File: config.mk
export PLATFORM = sky130hd
export DESIGN_NAME = dma_block_mover
export DESIGN_NICKNAME = d
export VERILOG_FILES = /design/src/rtl/dma_pkg.sv /design/src/rtl/dma_reg_decode.sv /design/src/rtl/dma_walk_ctr.sv /design/src/rtl/dma_xfer_seq.sv /design/src/rtl/dma_block_mover.sv
export SDC_FILE = /design/constraint.sdc
export NUM_CORES = 1
export LEC_CHECK = 0
export ABC_AREA = 1
export BUFFER_PORTS_ARGS = -buffer_cell sky130_fd_sc_hd__buf_2
export CORE_UTILIZATION = 41
export CTS_CLUSTER_SIZE = 20
export DETAILED_ROUTE_END_ITERATION = 10
export GPL_TIMING_DRIVEN = 0
export PLACE_DENSITY_LB_ADDON = 0.12
export SYNTH_ARGS = -nofsm -noshare
export SYNTH_HDL_FRONTEND = slang
export SYNTH_SLANG_ARGS = --single-unit
File: constraint.sdc
create_clock -name clk -period 1.5 [get_ports clk]
set_input_delay 0.15 -clock clk [delete_from_list [all_inputs] [get_ports clk]]
set_output_delay 0.15 -clock clk [all_outputs]
set_load 0.02 [all_outputs]
File: src/rtl/dma_pkg.sv
package dma_pkg;

    localparam int REG_W = 32;
    localparam int OFS_W = 2;

    localparam logic [OFS_W-1:0] OFS_ADDR = 2'd0;
    localparam logic [OFS_W-1:0] OFS_LEN  = 2'd1;
    localparam logic [OFS_W-1:0] OFS_MODE = 2'd2;
    localparam logic [OFS_W-1:0] OFS_CMD  = 2'd3;

    localparam int CMD_GO_BIT   = 0;
    localparam int CMD_CLR_BIT  = 1;
    localparam int STS_BUSY_BIT = 0;
    localparam int STS_DONE_BIT = 1;

    typedef enum logic [1:0] {
        XF_IDLE  = 2'd0,
        XF_FETCH = 2'd1,
        XF_STORE = 2'd2
    } xfer_state_e;

    typedef enum logic {
        DIR_DEV2MEM = 1'b0,
        DIR_MEM2DEV = 1'b1
    } xfer_dir_e;

    typedef struct packed {
        logic ld_addr;
        logic ld_len;
        logic ld_mode;
        logic go;
        logic clr_done;
    } reg_strobe_t;

    function automatic logic hits(input logic wr, input logic [OFS_W-1:0] a,
                                  input logic [OFS_W-1:0] ofs);
        return wr && (a == ofs);
    endfunction

endpackage

File: src/rtl/dma_reg_decode.sv
module dma_reg_decode
    import dma_pkg::*;
#(
    parameter int ADDR_W = 16,
    parameter int LEN_W  = 12
) (
    input  logic                 clk,
    input  logic                 rst,
    input  logic                 reg_wr,
    input  logic [OFS_W-1:0]     reg_addr,
    input  logic [REG_W-1:0]     reg_wdata,
    input  logic                 busy,
    input  logic                 done_set,
    input  logic [ADDR_W-1:0]    cur_addr,
    input  logic [LEN_W-1:0]     cur_len,
    output reg_strobe_t          strb,
    output xfer_dir_e            dir_q,
    output logic                 done_q,
    output logic [REG_W-1:0]     reg_rdata
);

    // parameter writes and start are refused while a block runs
    always_comb begin
        strb          = '0;
        strb.ld_addr  = hits(reg_wr, reg_addr, OFS_ADDR) && !busy;
        strb.ld_len   = hits(reg_wr, reg_addr, OFS_LEN)  && !busy;
        strb.ld_mode  = hits(reg_wr, reg_addr, OFS_MODE) && !busy;
        strb.go       = hits(reg_wr, reg_addr, OFS_CMD)  && !busy && reg_wdata[CMD_GO_BIT];
        strb.clr_done = hits(reg_wr, reg_addr, OFS_CMD)  && reg_wdata[CMD_CLR_BIT];
    end

    always_ff @(posedge clk) begin
        if (rst) begin
            dir_q  <= DIR_DEV2MEM;
            done_q <= 1'b0;
        end else begin
            if (strb.ld_mode)
                dir_q <= xfer_dir_e'(reg_wdata[0]);
            // completion has priority over a software clear
            if (done_set)
                done_q <= 1'b1;
            else if (strb.clr_done)
                done_q <= 1'b0;
        end
    end

    always_comb begin
        reg_rdata = '0;
        unique case (reg_addr)
            OFS_ADDR: reg_rdata[ADDR_W-1:0] = cur_addr;
            OFS_LEN:  reg_rdata[LEN_W-1:0]  = cur_len;
            OFS_MODE: reg_rdata[0]          = dir_q;
            default: begin
                reg_rdata[STS_BUSY_BIT] = busy;
                reg_rdata[STS_DONE_BIT] = done_q;
            end
        endcase
    end

endmodule

File: src/rtl/dma_walk_ctr.sv
module dma_walk_ctr #(
    parameter int ADDR_W = 16,
    parameter int LEN_W  = 12
) (
    input  logic              clk,
    input  logic              rst,
    input  logic              ld_addr,
    input  logic              ld_len,
    input  logic [ADDR_W-1:0] addr_in,
    input  logic [LEN_W-1:0]  len_in,
    input  logic              step_addr,
    input  logic              step_len,
    output logic [ADDR_W-1:0] addr_q,
    output logic [LEN_W-1:0]  len_q,
    output logic              len_zero,
    output logic              len_one
);

    localparam logic [ADDR_W-1:0] ADDR_INC = ADDR_W'(1);
    localparam logic [LEN_W-1:0]  LEN_DEC  = LEN_W'(1);

    always_ff @(posedge clk) begin
        if (rst) begin
            addr_q <= '0;
            len_q  <= '0;
        end else begin
            if (ld_addr)
                addr_q <= addr_in;
            else if (step_addr)
                addr_q <= addr_q + ADDR_INC;

            if (ld_len)
                len_q <= len_in;
            else if (step_len && !len_zero)
                len_q <= len_q - LEN_DEC;
        end
    end

    assign len_zero = (len_q == '0);
    assign len_one  = (len_q == LEN_DEC);

endmodule

File: src/rtl/dma_xfer_seq.sv
module dma_xfer_seq
    import dma_pkg::*;
#(
    parameter int DATA_W = 32
) (
    input  logic              clk,
    input  logic              rst,
    input  logic              go,
    input  xfer_dir_e         dir,
    input  logic              len_zero,
    input  logic              len_one,
    input  logic              mem_ack,
    input  logic [DATA_W-1:0] mem_rdata,
    input  logic              pdev_ack,
    input  logic [DATA_W-1:0] pdev_rdata,
    output logic              busy,
    output logic              mem_req,
    output logic              mem_we,
    output logic              pdev_req,
    output logic              pdev_wr,
    output logic [DATA_W-1:0] hold_data,
    output logic              step_addr,
    output logic              step_len,
    output logic              done_set
);

    xfer_state_e st_q, st_d;
    logic        to_dev, in_fetch, in_store, src_done, dst_done;

    assign to_dev   = (dir == DIR_MEM2DEV);
    assign in_fetch = (st_q == XF_FETCH);
    assign in_store = (st_q == XF_STORE);
    assign busy     = (st_q != XF_IDLE);

    // source side is fetched first, destination side stored second
    assign mem_req  = (in_fetch && to_dev) || (in_store && !to_dev);
    assign pdev_req = (in_fetch && !to_dev) || (in_store && to_dev);
    assign mem_we   = !to_dev;
    assign pdev_wr  = to_dev;

    assign src_done = in_fetch && (to_dev ? mem_ack : pdev_ack);
    assign dst_done = in_store && (to_dev ? pdev_ack : mem_ack);

    assign step_addr = mem_req && mem_ack;
    assign step_len  = dst_done;
    assign done_set  = (!busy && go && len_zero) || (dst_done && len_one);

    always_comb begin
        st_d = st_q;
        unique case (st_q)
            XF_IDLE:  if (go && !len_zero) st_d = XF_FETCH;
            XF_FETCH: if (src_done)        st_d = XF_STORE;
            XF_STORE: if (dst_done)        st_d = len_one ? XF_IDLE : XF_FETCH;
            default:                       st_d = XF_IDLE;
        endcase
    end

    always_ff @(posedge clk) begin
        if (rst) begin
            st_q      <= XF_IDLE;
            hold_data <= '0;
        end else begin
            st_q <= st_d;
            if (src_done)
                hold_data <= to_dev ? mem_rdata : pdev_rdata;
        end
    end

endmodule

File: src/rtl/dma_block_mover.sv
module dma_block_mover
    import dma_pkg::*;
#(
    parameter int ADDR_W = 16,
    parameter int LEN_W  = 12,
    parameter int DATA_W = 32
) (
    input  logic              clk,
    input  logic              rst,
    input  logic              reg_wr,
    input  logic [1:0]        reg_addr,
    input  logic [31:0]       reg_wdata,
    output logic [31:0]       reg_rdata,
    output logic              mem_req,
    output logic              mem_we,
    output logic [ADDR_W-1:0] mem_addr,
    output logic [DATA_W-1:0] mem_wdata,
    input  logic [DATA_W-1:0] mem_rdata,
    input  logic              mem_ack,
    output logic              pdev_req,
    output logic              pdev_wr,
    output logic [DATA_W-1:0] pdev_wdata,
    input  logic [DATA_W-1:0] pdev_rdata,
    input  logic              pdev_ack,
    output logic              irq
);

    reg_strobe_t       strb;
    xfer_dir_e         dir_q;
    logic              done_q, busy, done_set;
    logic              step_addr, step_len, len_zero, len_one;
    logic [ADDR_W-1:0] cur_addr;
    logic [LEN_W-1:0]  cur_len;
    logic [DATA_W-1:0] hold_data;

    dma_reg_decode #(.ADDR_W(ADDR_W), .LEN_W(LEN_W)) u_regs (
        .clk       (clk),
        .rst       (rst),
        .reg_wr    (reg_wr),
        .reg_addr  (reg_addr),
        .reg_wdata (reg_wdata),
        .busy      (busy),
        .done_set  (done_set),
        .cur_addr  (cur_addr),
        .cur_len   (cur_len),
        .strb      (strb),
        .dir_q     (dir_q),
        .done_q    (done_q),
        .reg_rdata (reg_rdata)
    );

    dma_walk_ctr #(.ADDR_W(ADDR_W), .LEN_W(LEN_W)) u_ctr (
        .clk       (clk),
        .rst       (rst),
        .ld_addr   (strb.ld_addr),
        .ld_len    (strb.ld_len),
        .addr_in   (reg_wdata[ADDR_W-1:0]),
        .len_in    (reg_wdata[LEN_W-1:0]),
        .step_addr (step_addr),
        .step_len  (step_len),
        .addr_q    (cur_addr),
        .len_q     (cur_len),
        .len_zero  (len_zero),
        .len_one   (len_one)
    );

    dma_xfer_seq #(.DATA_W(DATA_W)) u_seq (
        .clk        (clk),
        .rst        (rst),
        .go         (strb.go),
        .dir        (dir_q),
        .len_zero   (len_zero),
        .len_one    (len_one),
        .mem_ack    (mem_ack),
        .mem_rdata  (mem_rdata),
        .pdev_ack   (pdev_ack),
        .pdev_rdata (pdev_rdata),
        .busy       (busy),
        .mem_req    (mem_req),
        .mem_we     (mem_we),
        .pdev_req   (pdev_req),
        .pdev_wr    (pdev_wr),
        .hold_data  (hold_data),
        .step_addr  (step_addr),
        .step_len   (step_len),
        .done_set   (done_set)
    );

    assign mem_addr   = cur_addr;
    assign mem_wdata  = hold_data;
    assign pdev_wdata = hold_data;
    assign irq        = done_q;

endmodule

-- Word level (Yosys, flattened, before mapping)
Index checks and enable logic that the tools add are counted.
- mux-type cells: 18
- reduce and logical (&&, ||, !) cells: 36
- equal/unequal tests: 9
- add/sub/neg operators: 2
- operator list (operator ; number):
    $mux 16 ; 2
    $mux 32 ; 1
    $mux 12 ; 2
    $logic_and 1x1->1 ; 22
    $pmux 10 s2 ; 1
    $add 16x1->16 const B ; 1
    $eq 12x1->1 const B ; 1
    $logic_not 12->1 ; 1
    $sub 12x1->12 const B ; 1
    $reduce_bool 2->1 ; 4
    $eq 2x2->1 const B ; 3
    $mux 2 ; 3
    $pmux 1 s3 ; 2
    $pmux 2 s3 ; 1
    $mux 1 ; 5
    $eq 2x1->1 const B ; 2
    $logic_not 2->1 ; 2
    $mux 4 ; 1
    $ne 2x2->1 const B ; 2
    $logic_not 1->1 ; 3
    $logic_or 1x1->1 ; 3
    $reduce_and 3->1 ; 1
    $ne 2x1->1 const B ; 1
- register bits: 64
- input port bits: 103
- output and inout port bits: 117
- logic and storage cells: 71

-- Logic depth before layout (Yosys ltp)
Gate-level depths: netlist of run 1.
- depth in word-level cells: 8
- depth in mapped cells: 11
- mapped depth without buffers: 11

-- By module
From an unflattened synthesis of run 1, not the netlist that was laid out.
- cells, all modules: 740
- area total of the unflattened synthesis: 4513.1 µm²
- modules (own cells, without submodules) (module ; area each (µm²) ; cells each ; sequential area each (µm²) ; instances):
    dma_xfer_seq ; 1925.6 ; 344 ; 680.7 ; 1
    dma_walk_ctr ; 1896.8 ; 289 ; 560.5 ; 1
    dma_reg_decode ; 450.4 ; 75 ; 40.0 ; 1
    dma_block_mover ; 240.2 ; 32 ; 0.0 ; 1

-- Least setup slack after synthesis of run 1
OpenSTA, ideal clock, no wires.
- kind: reg-to-reg
- start: register u_ctr.addr_q[1]
- end: register u_ctr.addr_q[10]
- library setup time: 134 ps
- data arrival time: 1409 ps
- path buffers: 0
- cell stages (with the launch flop): 8
- clock period less this slack: 1543 ps
- data required time: 1366 ps
- slack: -43 ps
- cells stage by stage: dfxtp_1 > ha_1 > nand3_1 > nor2_2 > nand2_1 > xor2_1 > a21oi_1 > nor2_1
- word-level cells in the longest chain between the ends: 3
- ends and longest elaborated chain (what ; line ; RTL):
    from (decl) ; dma_walk_ctr.sv:13 ; output logic [ADDR_W-1:0] addr_q,
    from (signal assigned) ; dma_walk_ctr.sv:28 ; addr_q <= addr_in;
    from (signal assigned) ; dma_walk_ctr.sv:30 ; addr_q <= addr_q + ADDR_INC;
    $add 16x1->16 ; dma_walk_ctr.sv:30 ;
    $mux 16 ; dma_walk_ctr.sv:29 ; else if (step_addr)
    $mux 16 ; dma_walk_ctr.sv:27 ; if (ld_addr)
Every way passes these cells. The select of a mux whose other input is x is not followed.
A chain may end at the register's enable or synchronous reset.

-- Final worst setup path of run 1
- start: register u_regs.dir_q
- end: output port reg_rdata[0]
- word-level cells in the longest chain between the ends: 1
- ends and longest elaborated chain (what ; line ; RTL):
    from (decl) ; dma_reg_decode.sv:17 ; output xfer_dir_e dir_q,
    from (signal assigned) ; dma_reg_decode.sv:38 ; dir_q <= xfer_dir_e'(reg_wdata[0]);
    $pmux 1 s3 ; dma_reg_decode.sv:49 ; unique case (reg_addr)
    to (decl) ; dma_block_mover.sv:13 ; output logic [31:0] reg_rdata,
Every way passes these cells.

==> metrics.cfg, run 1 <==
[die]
dieWidth_um = 102.4
core_region_area_sq_um = 9774
die-area_sq_um = 10500
die_h_um = 102.4
rows = 36
ios = 220
initial_core_util_pct = 42.32

[cts]
hold_buffers = 0
cts_tree = done
root_buffer = clkbuf_8
clk_pin_slew_worst_paths_ps = 70
cts.sinks = 64
htreeDepth = 3
insertion_delay_ps = 350
cts_buffer_depth = 2
cts_buffers = 9

[routing]
drc = 0
wirelength_mm = 13.59
wl_per_cell_um = 13.52
dr_total_vias = 4984
drt_iter0_markers = 225
vias_per_cell = 4.959
drt_first_pass_iters = 5
ant_nets = 0

[layout]
final_common_cell = nand2_1
layout.nets = 975
nFillCells = 992
mostFrequentLayoutCells = nand2_1, buf_2, buf_4
instances_no_fill = 1005
syn2layout_area_growth_pct = 38.93
drive_gt1_share_pct = 39.11
n_antenna_cell = 0

[global_routing]
grt_pass1_wl_mm = 20.11
grtUsageMet3_pct = 3.899
grt_overflow = 0
busiest_layer = met2
grtUsageMet2_pct = 43.13
grt_antenna_before_repair = 0
grt_pass1_vias = 4193
use_met1_pct = 30.92
grt_max_degree = 12
grt_usage_pct = 24.66

[timing]
rsz0062_at_grt = true
worstMarginPinSlew_ps = 732.2
setup_tns_ps = -35.36
skew_ps = 11.50
report.final.slew_viol_count = 0
fmax_mhz = 651.3
hold_viol_final = 0
relSlewSlack_pct = 51.18
holdWs_ps = 43.25
min_period_ps = 1535
min_period_over_period_pct = 102.4
finalWorstSetupSlack_ps = -35.36
setup_violations = 1

[outcome]
status = finished, violations left
violations = setup timing

[pwr]
vdd_drop_max_uv = 516.9
p_total_mw = 5.285
switching_share_pct = 39.13
p_seq_share_pct = 38.0
power_leakage_nw = 3.007
p_per_area_nw_per_um2 = 919.6
clkPwrFrac_pct = 24.2
power.switching_mw = 2.068
p_int_mw = 3.217
p_comb_share_pct = 37.8

[worst_setup_path]
worst_setup_path_start_kind = flop
reg2reg_from = u_regs.dir_q
r2r_cells = 9
reg2reg_slack_ps = 40
startpoint = u_regs.dir_q
cp_max_fo = 7
worst_ep_arrival_time_ps = 1390
required_ps = 1350
timing.rr.end = u_ctr.len_q[11]
worstSetupPathType = reg2out
endpoint_kind = primary output

[placement]
place_congestion = 0.9253
pre_cts_ws_ps = -146.1
port_buffers = 187
dpl.hpwl_mm = 10.34
dp_cells = 980

[min_path]
min_from = rst
holdPathEnd = u_ctr.addr_q[0]
hold_depth = 2
holdCritPathClass = in2reg

[yosys]
avgSynthCellArea_sq_um = 6.413
synthCells = 645
synth_edf_count = 0
ys_seq_elements = 64
yosysWarnings = 0
synth-main-ff-cell = dfxtp_1
synth-async-reset-ratio_pct = 0
synth_cell_type_count = 31
seq_area_frac_synth_pct = 30.97
syn_area_sq_um = 4136

[flow_run]
cap_violations = 0

-- layer usage --
metal / wire, um / part of all wire [%]
met1: 5912 / 44
met2: 6724 / 49
met3: 744 / 5.5
met4: 208 / 1.5
met5: 0 / 0
-- final cells by class --
cell class                 instances  area, sq um  share of cell area [%]
clock buffer                       9        123.9                   2.155
buffer                            74        524.3                   9.123
timing repair buffer             197         1013                   17.64
tap                              133        166.4                   2.896
sequential                        64         1305                   22.71
inverter                          62        247.7                   4.311
clock inverter                     6        37.54                  0.6532
multi-input combinational        460         2328                   40.52
-- per-stage QoR --
stage	cell area, sq um	utilization [%]
after global routing	5747	58.79
after detailed placement	5298	54.20
after floorplan	4195	-
final	5747	58.79
after global placement	5298	54.20
after CTS	5545	56.73
-- worst max-delay path, cell delays in order, from the launching register on --
cell and delay, ps:
dfxtp_4 380, buf_6 130, nand3_2 50, o21ai_1 60, a21oi_1 150, o21ai_1 100
buf_4 170
-- Yosys cell counts, types with 6 or more instances --
cell type	instances	area (sq um)
buf_2	6	30.03
dfxtp_1	64	1281
o21ai_0	57	285.3
xor2_1	8	70.07
nand3_1	37	185.2
nor2_2	6	37.54
a21oi_1	18	90.09
o22ai_1	8	50.05
a31oi_1	33	206.5
nand2_1	194	728.2
clkbuf_1	16	60.06
nor2_1	47	176.4
buf_4	51	382.9
inv_1	57	214.0
-- kinds of logic after synthesis --
logic type,synth area share [%]
xor gates and xnor gates,1.694
other,0.09066
and+or+nand+nor,30.73
buffers and inverters,17.45
adders and majority gates,1.210
AOI/OAI and AO/OA,17.85
DFF,30.97
-- flip-flops by register name (all words and copies together), names as in the netlist --
| register | flops |
|---|---|
| u_ctr.addr_q | 16 |
| u_ctr.len_q | 12 |
| u_regs.dir_q | 1 |
| u_regs.done_q | 1 |
| u_seq.hold_data | 32 |
| u_seq.st_q | 2 |
-- repair_timing --
item                       in CTS  in global routing
pin swaps                       2                  6
gates cloned                    0                  1
setup endpoints to repair      31                 64
setup buffers                   2                  7
gates resized for setup        27                 54
-- power by group through the flow --
| stage | logic [mW] | registers, mW | clock network [mW] |
|---|---|---|---|
| floorplan | 1.15 | 2.15 | 0 |
| global placement | 1.83 | 2.03 | 0 |
| detailed placement | 1.85 | 2.03 | 0 |
| CTS | 1.90 | 2.00 | 1.31 |
| global route | 2.20 | 2.03 | 1.40 |
| finish | 2.00 | 2.01 | 1.28 |
-- worst max-delay path by stage --
stage	depth (start not counted)	end	slack, ps
floorplan	3	pdev_req	40
global placement	7	u_ctr.len_q[2]	-100
detailed placement	7	u_ctr.len_q[2]	-150
CTS	6	reg_rdata[0]	-30
global route	6	reg_rdata[0]	-110
finish	6	reg_rdata[0]	-40
Power figures use the tool's default switching activity.
==> inputs of run 2 (changes only) <==
--- a/config.mk
+++ b/config.mk
@@ -7,7 +7,9 @@
 export LEC_CHECK = 0
 export ABC_AREA = 1
 export BUFFER_PORTS_ARGS = -buffer_cell sky130_fd_sc_hd__buf_2
-export CORE_UTILIZATION = 41
+export CELL_PAD_IN_SITES_DETAIL_PLACEMENT = 1
+export CELL_PAD_IN_SITES_GLOBAL_PLACEMENT = 2
+export CORE_UTILIZATION = 24
 export CTS_CLUSTER_SIZE = 20
 export DETAILED_ROUTE_END_ITERATION = 10
 export GPL_TIMING_DRIVEN = 0
==> constraint.sdc (replaced) <==
create_clock -name clk -period 1.9 [get_ports clk]
set_input_delay 0.19 -clock clk [delete_from_list [all_inputs] [get_ports clk]]
set_output_delay 0.19 -clock clk [all_outputs]
set_load 0.02 [all_outputs]
==> metrics.cfg, run 2 (same netlist as run 1, synthesis figures left out) <==
[routing]
drt_iter0_markers = 140  ; -38%
ant_nets = 0  ; unchanged
wl_per_cell_um = 15.31  ; +13%
drc = 0  ; unchanged
vias_per_cell = 4.512  ; -9.0%
wirelength_mm = 16.55  ; +22%
drt_first_pass_iters = 4  ; -1
dr_total_vias = 4877  ; -2.1%

[placement]
port_buffers = 187  ; unchanged
placed_area_sq_um = 5404  ; +2.0%
dp_cells = 1067  ; +8.9%
place_congestion = 0.8250  ; -11%
dpl.hpwl_mm = 13.32  ; +29%

[worst_setup_path]
r2r_cells = 7  ; -2
endpoint_kind = primary output
reg2reg_from = u_ctr.addr_q[1]
cp-endpoint = reg_rdata[0]
required_ps = 1710  ; +360 ps
timing.rr.end = u_ctr.addr_q[10]
cp_max_fo = 19  ; +12
worst_ep_arrival_time_ps = 1580  ; +190 ps
worst_setup_path_start_kind = flop
reg2reg_slack_ps = 200  ; +160 ps
startpoint = u_regs.dir_q
worstSetupPathType = reg2out

[timing]
skew_ps = 6.407  ; -5.091 ps
min_period_ps = 1772
hold_viol_final = 0  ; unchanged
min_period_over_period_pct = 93.29
worstMarginPinSlew_ps = 823.2  ; +90.93 ps
rsz0062_at_grt = false
fmax_mhz = 564.2
setup_tns_ps = 0  ; +35.36 ps
setup_violations = 0  ; -1
report.final.slew_viol_count = 0  ; unchanged
relSlewSlack_pct = 45.12  ; -6.1 points

[layout]
drive_gt1_share_pct = 33.80  ; -5.3 points
final_common_cell = nand2_1
instances_no_fill = 1081  ; +7.6%
top_register = u_seq.hold_data
nFillCells = 2222  ; +120%
reg_top3 = u_seq.hold_data: 32 flops, u_ctr.addr_q: 16 flops, u_ctr.len_q: 12 flops
layout.nets = 963  ; -1.2%
largest_register_ffs = 32  ; unchanged
n_antenna_cell = 0  ; unchanged
syn2layout_area_growth_pct = 37.42
mostFrequentLayoutCells = nand2_1, buf_2, dfxtp_1
finalInstanceArea_sq_um = 5684  ; -1.1%

[pwr]
power_leakage_nw = 2.960  ; -1.6%
p_per_area_nw_per_um2 = 824.1  ; -10%
vdd_drop_max_uv = 459.9  ; -11%

[die]
rows = 47  ; +31%
core_region_area_sq_um = 16700  ; +71%
die_h_um = 133.3  ; +30%
initial_core_util_pct = 24.77  ; -18 points
die-area_sq_um = 17760  ; +69%
dieWidth_um = 133.3  ; +30%
ios = 220  ; unchanged

[global_routing]
grt_usage_pct = 18.94  ; -5.7 points
grt_antenna_before_repair = 0  ; unchanged
grt_max_degree = 20  ; +8
grt_pass1_vias = 4958  ; +18%
grt_pass1_wl_mm = 26.09  ; +30%
grt_overflow = 0  ; unchanged

[cts]
root_buffer = clkbuf_16
insertion_delay_ps = 350  ; about the same
cts_buffer_depth = 2  ; unchanged
hold_buffers = 0  ; unchanged
cts_tree = done
clk_pin_slew_worst_paths_ps = 60  ; about the same
cts.sinks = 64  ; unchanged
cts_buffers = 9  ; unchanged
htreeDepth = 3  ; unchanged

[min_path]
holdCritPathClass = in2reg

[flow_run]
cap_violations = 0  ; unchanged

[outcome]
status = finished clean

## run 2: final cells by class
type                       instances  area, sq um  area share [%]
clock buffer                      11        242.7           4.270
clock inverter                     5        32.53          0.5723
tap                              220        275.3           4.843
multi-input combinational        460         2197           38.65
buffer                            72        480.5           8.453
inverter                          62        237.7           4.182
timing repair buffer             187        935.9           16.46
sequential                        64         1282           22.56
## run 2: how the worst min path moves through the flow
| stage | startpoint | endpoint | slack [ps] | depth (start not counted) |
|---|---|---|---|---|
| global route | rst | u_ctr.addr_q[0] | 100 | 2 |
| detailed placement | rst | u_ctr.addr_q[0] | 460 | 2 |
| floorplan | rst | u_ctr.addr_q[0] | 260 | 1 |
| CTS | rst | u_ctr.addr_q[0] | 80 | 2 |
| global placement | rst | u_ctr.addr_q[0] | 450 | 2 |
| finish | rst | u_ctr.addr_q[0] | 80 | 2 |
## run 2: critical path: stages (launching register included)
cell and delay [ps]:
dfxtp_1 440, buf_6 230, nand3_1 90, o21ai_0 80, a21oi_1 80, o21ai_0 110
buf_2 200
## run 2: through the flow
stage / setup WS (ps) / hold slack, ps / total power [mW] / utilization (%)
2_1_floorplan: 357.0 / 259.4 / 2.605 / -
3_3_place_gp: 150.2 / 449.3 / 3.102 / 32.36
3_5_place_dp: 91.02 / 457.1 / 3.134 / 32.36
4_1_cts: 40.85 / 84.31 / 4.748 / 33.98
5_1_grt: 9.284 / 95.82 / 4.973 / 34.04
6_report: 127.6 / 84.33 / 4.684 / 34.04
## run 2: timing repair
item | in CTS | in global routing
setup buffers | 0 | 0
resized for setup | 0 | 4
cloned | 0 | 0
hold endpoints to repair | 0 | 0
setup endpoints to repair | 2 | 8
## run 2: power breakdown
part	leakage (nW)	switching, mW	internal [mW]	total [mW]
clock	0.128	0.674	0.914	1.59
sequential	0.519	0.117	1.47	1.58
combinational	2.31	0.956	0.556	1.51
## run 2: per-layer routing
| metal | vias to the layer above | global-route usage (%) | routed length [um] |
|---|---|---|---|
| met5 | - | 0 | 0 |
| met4 | 0 | 7.071 | 354 |
| met3 | 21 | 3.729 | 762 |
| met2 | 126 | 31.11 | 7657 |
| met1 | 2277 | 24.44 | 7772 |
| li1 | 2453 | - | - |
